[src/rtl/pulse_pair_monitor.sv]
module pulse_pair_monitor #(
  parameter int MAX_WAIT = 8,
  parameter bit USE_REF  = 1'b1
) (
  input  logic clk,
  input  logic rst,
  input  logic lvl,
  input  logic pls_ext,
  input  logic stuck_ok,
  output logic ref_pls,
  output logic err_live,
  output logic err_multi_pulse,
  output logic err_multi_edge
);
  localparam int CW = $clog2(MAX_WAIT + 2);
  localparam logic [CW-1:0] LIM = CW'(MAX_WAIT + 1);

  logic          lvl_q, mon_q, pending;
  logic [CW-1:0] wait_cnt;
  logic          mon, rise, pending_d;
  logic          bad_pulse, bad_edge, bad_live;

  assign ref_pls   = lvl_q & ~lvl;
  assign mon       = USE_REF ? ref_pls : pls_ext;
  assign rise      = lvl & ~lvl_q;
  assign pending_d = ~mon & (pending | rise);

  assign bad_pulse = mon & (mon_q | ~(pending | rise));
  assign bad_edge  = rise & pending & ~mon;
  assign bad_live  = pending & ~mon & ~stuck_ok & (wait_cnt >= LIM);

  always_ff @(posedge clk) begin
    if (rst) begin
      lvl_q           <= 1'b0;
      mon_q           <= 1'b0;
      pending         <= 1'b0;
      wait_cnt        <= '0;
      err_live        <= 1'b0;
      err_multi_pulse <= 1'b0;
      err_multi_edge  <= 1'b0;
    end else begin
      lvl_q   <= lvl;
      mon_q   <= mon;
      pending <= pending_d;
      if (!pending_d)          wait_cnt <= '0;
      else if (!pending)       wait_cnt <= CW'(1);
      else if (wait_cnt != LIM) wait_cnt <= wait_cnt + CW'(1);
      err_live        <= err_live | bad_live;
      err_multi_pulse <= err_multi_pulse | bad_pulse;
      err_multi_edge  <= err_multi_edge | bad_edge;
    end
  end

  assert_ref_falling_R2: assert property (@(posedge clk) disable iff (rst)
    (ref_pls && !$past(rst)) |-> (!lvl && $past(lvl)));

  assert_two_cycle_pulse_R3: assert property (@(posedge clk) disable iff (rst)
    (mon && mon_q) |=> err_multi_pulse);

  assert_edge_on_pending_R4: assert property (@(posedge clk) disable iff (rst)
    (rise && pending && !mon) |=> err_multi_edge);

  assert_pulse_clears_R5: assert property (@(posedge clk) disable iff (rst)
    mon |=> !pending);

  assert_mask_holds_R7: assert property (@(posedge clk) disable iff (rst)
    (stuck_ok && !err_live) |=> !err_live);

  assert_sticky_R8: assert property (@(posedge clk) disable iff (rst)
    (!$past(rst) && $past(err_live) && $past(err_multi_pulse) == 1'b1) |-> (err_live && err_multi_pulse));

  assert_sticky_edge_R8: assert property (@(posedge clk) disable iff (rst)
    (!$past(rst) && $past(err_multi_edge)) |-> err_multi_edge);
endmodule

[config.mk]
export PLATFORM = sky130hd
export DESIGN_NAME = pulse_pair_monitor
export DESIGN_NICKNAME = d
export VERILOG_FILES = /design/src/rtl/pulse_pair_monitor.sv
export SDC_FILE = /design/constraint.sdc
export NUM_CORES = 1
export LEC_CHECK = 0
export CAP_MARGIN = 40
export CORE_MARGIN = 5
export CORE_UTILIZATION = 32
export CTS_CLUSTER_DIAMETER = 80
export DETAILED_ROUTE_END_ITERATION = 12
export SLEW_MARGIN = 10
export SYNTH_ARGS = -nofsm -noshare
export SYNTH_HDL_FRONTEND = slang
export SYNTH_SLANG_ARGS = --single-unit
[constraint.sdc]
create_clock -name clk -period 2.4 [get_ports clk]
set_clock_uncertainty 0.2 [all_clocks]
set_input_delay 0.48 -clock clk [delete_from_list [all_inputs] [get_ports clk]]
set_output_delay 0.48 -clock clk [all_outputs]
set_load 0.01 [all_outputs]
Word-level counts from Yosys, hierarchy flattened
Cells that the tools add are included.

Output and inout bits: 4. Bits of input ports: 5. Bits in registers: 10. Logic and storage cells: 37.

Equality and inequality tests: 2. Add/sub/neg operators: 1. Bitwise gates (word level): 21. Reductions and logical operators: 2. Order comparisons: 1. Muxes and demuxes: 2.

Operators with widths (number): AND 1 bit (9); NOT 1 bit (7); OR 1 bit (5); adder 4 x 1 -> 4 bit (second input constant) (1); >= comparator 4 bit (second input constant) (1); != test 4 bit (second input constant) (1); OR reduction 3 bit (1); 2-to-1 mux 1 bit (2); != test 2 x 1 -> 1 bit (second input constant) (1); OR reduction 2 bit (1).

Longest topological paths before layout
Gate-level depths: netlist of run 1.

Depth in word-level cells: 7. Mapped depth: 5. Mapped depth without buffers: 5.

Worst setup path after synthesis of run 1
No wires, ideal clock.

Kind: input port to output port. Start point: in lvl. End point: out ref_pls. Arrival: 741 ps. Setup slack: 979 ps. Stages on the path: 2. Data required time: 1720 ps. Buffers on the path: 0. Path through: nand2b_2 -> inv_2.

Word-level cells in the longest chain between the ends: 2.

RTL lines: from (decl) (RTL line 7) `input logic lvl,`; NOT 1 bit (RTL line 23) `assign ref_pls = lvl_q & ~lvl;`; AND 1 bit (RTL line 23); to (decl) (RTL line 10) `output logic ref_pls,`.

No other way between the ends.

Final worst setup path of run 1
Same ends and word-level chain as after synthesis.

==> results.md, run 1 <==
- Status: finished clean
- Design area: approximately 560 µm²
- Number of library cell types mapped by synthesis: 21
- # setup viols final: 0
- WL per Instance: between 10 and 15 µm
- Worst path slowest cell: clkdlybuf4s50_1
- Clock transition at path regs: 0.06 ns
- Met1 Use GR: 0.1065
- Post-synthesis sequential area ratio: 0.4598
- Drt total wl: about 720 µm
- Synthesized area: 435.4 µm²
- LEAKAGE: 0.2206 nW
- Post-DRT Antenna Nets: 0
- Most common cell after layout, fill and taps aside: dfxtp_1
- P&R area growth vs syn: 29.02%
- Die height: 46.89 µm
- Residual DRC count: 0
- Core area: 1301 µm²
- Chip width: 46.89 µm
- Setup TNS: 0 ns
- Yosys reg bits: 10
- Worst-Margin Slew: 0.2836 ns
- Vias post-DR: 318
- Post-CTS Setup Bufs: 0
- Pwr Density: approximately 570 nW/µm²
- Die Area: around 2200 µm²
- Pins Over Slew Limit: 0
- Post-CTS Resized: 0
- Final hold violations: 0
- GRT Total Usage: 0.08028
- Syn_area_per_cell: 9.896 µm²
- Setup ws final: 0.06428 ns
- First DRT Iteration DRCs: 1
- Via density: 4.479
- Deepest level of the CTS H-tree: 1
- Max VDD drop: 0.2740 mV
- Minimum clock period: 2.336 ns
- Placed Area: between 500 and 600 µm²
- Finished Layout Cells: 71
- Slew Limit Headroom: 0.8105
- Met2 usage: 0.1030
- Worst endpoint required time: 1.72 ns
- Post-Syn Instances: between 40 and 50
- Critical-path cell list: clkdlybuf4s50_1 > nand2b_2 > inv_2 > clkdlybuf4s50_1
- Post-place setup slack: 0.06005 ns
- Ant. Diodes: 0
- DRT Pass-1 Iters: 4
- Largest fanout on the critical path: 2
- Hold Path Class: reg2reg
- Syn nets: 52
- Placed Cells: 68
- Global placer's final weighted congestion: 0.6987
- First-pass GRT wire length: 1207 µm
- FP Rows: 13
- Largest net degree at the start of global routing: 8
- Slowest stage delay, CP: 0.52 ns
- Initial Util: 0.3346
- Final Power: 0.0003216 W
- Initial antenna violation count: 0
- Max-cap violation count: 0
- Unrepaired setup endpoints after global routing: false
- Layout fillers: about 150
- Clk_lat worst skew: approximately 0.25 ns
- Period utilization: 0.9732
- Total CTS buffers: 3
- Clk buf depth: 2
- Worst Path Arrival: between 1.5 and 2 ns
- IO buf count: 7
- Busiest grt layer: met1
- Fmax: 0.4281 GHz
- WS Path Type: in2out
- CTS Sinks: 10
- Hold Buf Count CTS: 0
- Grt ovf: 0
- Vias in the first global route: approximately 310
- Commonest cells after routing, fill and taps aside: 10 x dfxtp_1, 7 x clkdlybuf4s50_1, 5 x nor2_1
- Clk root buf: clkbuf_4
- TritonCTS clock tree: done
- Grt met3 use: 0.02682
- IO Count: 9
- Setup crit end kind: primary output
- Syn. warnings: 0
- Startpoint types: input pin
- Layout cells sized above 1: 0.1607
- Crit-path most repeated cell: clkdlybuf4s50_1
- Final net count: 66
[worst max-delay path: cells and delay by family]
| kind | cells | cell delay [ns] |
|---|---|---|
| buffers and inverters | 3 | 0.99 |
| and+or+nand+nor | 1 | 0.19 |
[cell families after synthesis]
kind of cell / count (synthesis) / share of synthesized area
fa+ha+maj: 3 / 0.08622
flops: 10 / 0.4598
xor+xnor: 2 / 0.04024
simple gates: 17 / 0.2270
buf+inv: 4 / 0.03447
mux: 1 / 0.02299
compound gates: 7 / 0.1293
[cell usage after synthesis, drive strengths merged]
cell	n	area, µm²
dfxtp	10	200.2
o32ai	1	16.27
a21oi	3	15.01
xnor2	1	8.760
mux2i	1	10.01
nand3b	3	26.27
nand2	2	7.510
o21ba	1	10.01
inv	4	15.01
nor2b	1	6.260
o21bai	1	7.510
ha	3	37.54
nor3b	1	7.510
a21boi	1	7.510
xor2	1	8.760
nand2b	4	27.53
nor2	5	18.77
nand3	1	5.000
[worst paths after layout]
path | depth (start not counted) | end | slack, ns | startpoint
hold / removal | 2 | err_multi_pulse$_SDFF_PP0_ | 0.27 | err_multi_pulse$_SDFF_PP0_
setup / recovery | 4 | ref_pls | 0.06 | lvl
setup reg to reg | 4 | err_live$_SDFF_PP0_ | 1.03 | wait_cnt[1]$_SDFFE_PP0P_
hold reg to reg | 2 | err_multi_pulse$_SDFF_PP0_ | 0.27 | err_multi_pulse$_SDFF_PP0_
[state kept, by name (all words and copies together), names as in the netlist]
signal and count:
pending 1, lvl_q 1, err_live 1, wait_cnt 4, err_multi_edge 1, err_multi_pulse 1
mon_q 1
[power breakdown]
| part | internal, W | total, W | switching, W |
|---|---|---|---|
| clock | 0.0000573 | 0.000104 | 0.0000471 |
| combinational | 0.0000221 | 0.0000377 | 0.0000156 |
| sequential | 0.000173 | 0.000180 | 0.00000674 |
[through the flow]
stage / hold WS [ns] / util
6_report: 0.2734 / 0.4317
5_1_grt: 0.2989 / 0.4317
4_1_cts: 0.2809 / 0.4317
3_5_place_dp: 0.2624 / 0.4144
3_3_place_gp: 0.2588 / 0.4144
2_1_floorplan: 0.2680 / -
[layer usage]
metal / wire length [µm] / up-vias
met5: 0 / -
met4: 4 / 0
li1: - / 170
met3: 29 / 2
met2: 296 / 6
met1: 385 / 140
[final cells by class]
cell class | count | area [µm²] | share of cell area
multi-input combinational | 30 | 220.2 | 0.3920
sequential | 10 | 200.2 | 0.3563
timing repair buffer | 9 | 85.08 | 0.1514
clock buffer | 3 | 22.52 | 0.04009
tap | 15 | 18.77 | 0.03341
inverter | 4 | 15.01 | 0.02673
(Power assumes the default switching activity.)
==> inputs of run 2 (changes only) <==
--- a/config.mk
+++ b/config.mk
@@ -10,6 +10,7 @@
 export CORE_UTILIZATION = 32
 export CTS_CLUSTER_DIAMETER = 80
 export DETAILED_ROUTE_END_ITERATION = 12
+export HOLD_SLACK_MARGIN = 0.02
 export SLEW_MARGIN = 10
 export SYNTH_ARGS = -nofsm -noshare
 export SYNTH_HDL_FRONTEND = slang
==> results of run 2 <==
Same layout as run 1: the final DEF is identical, and so are final timing and power.
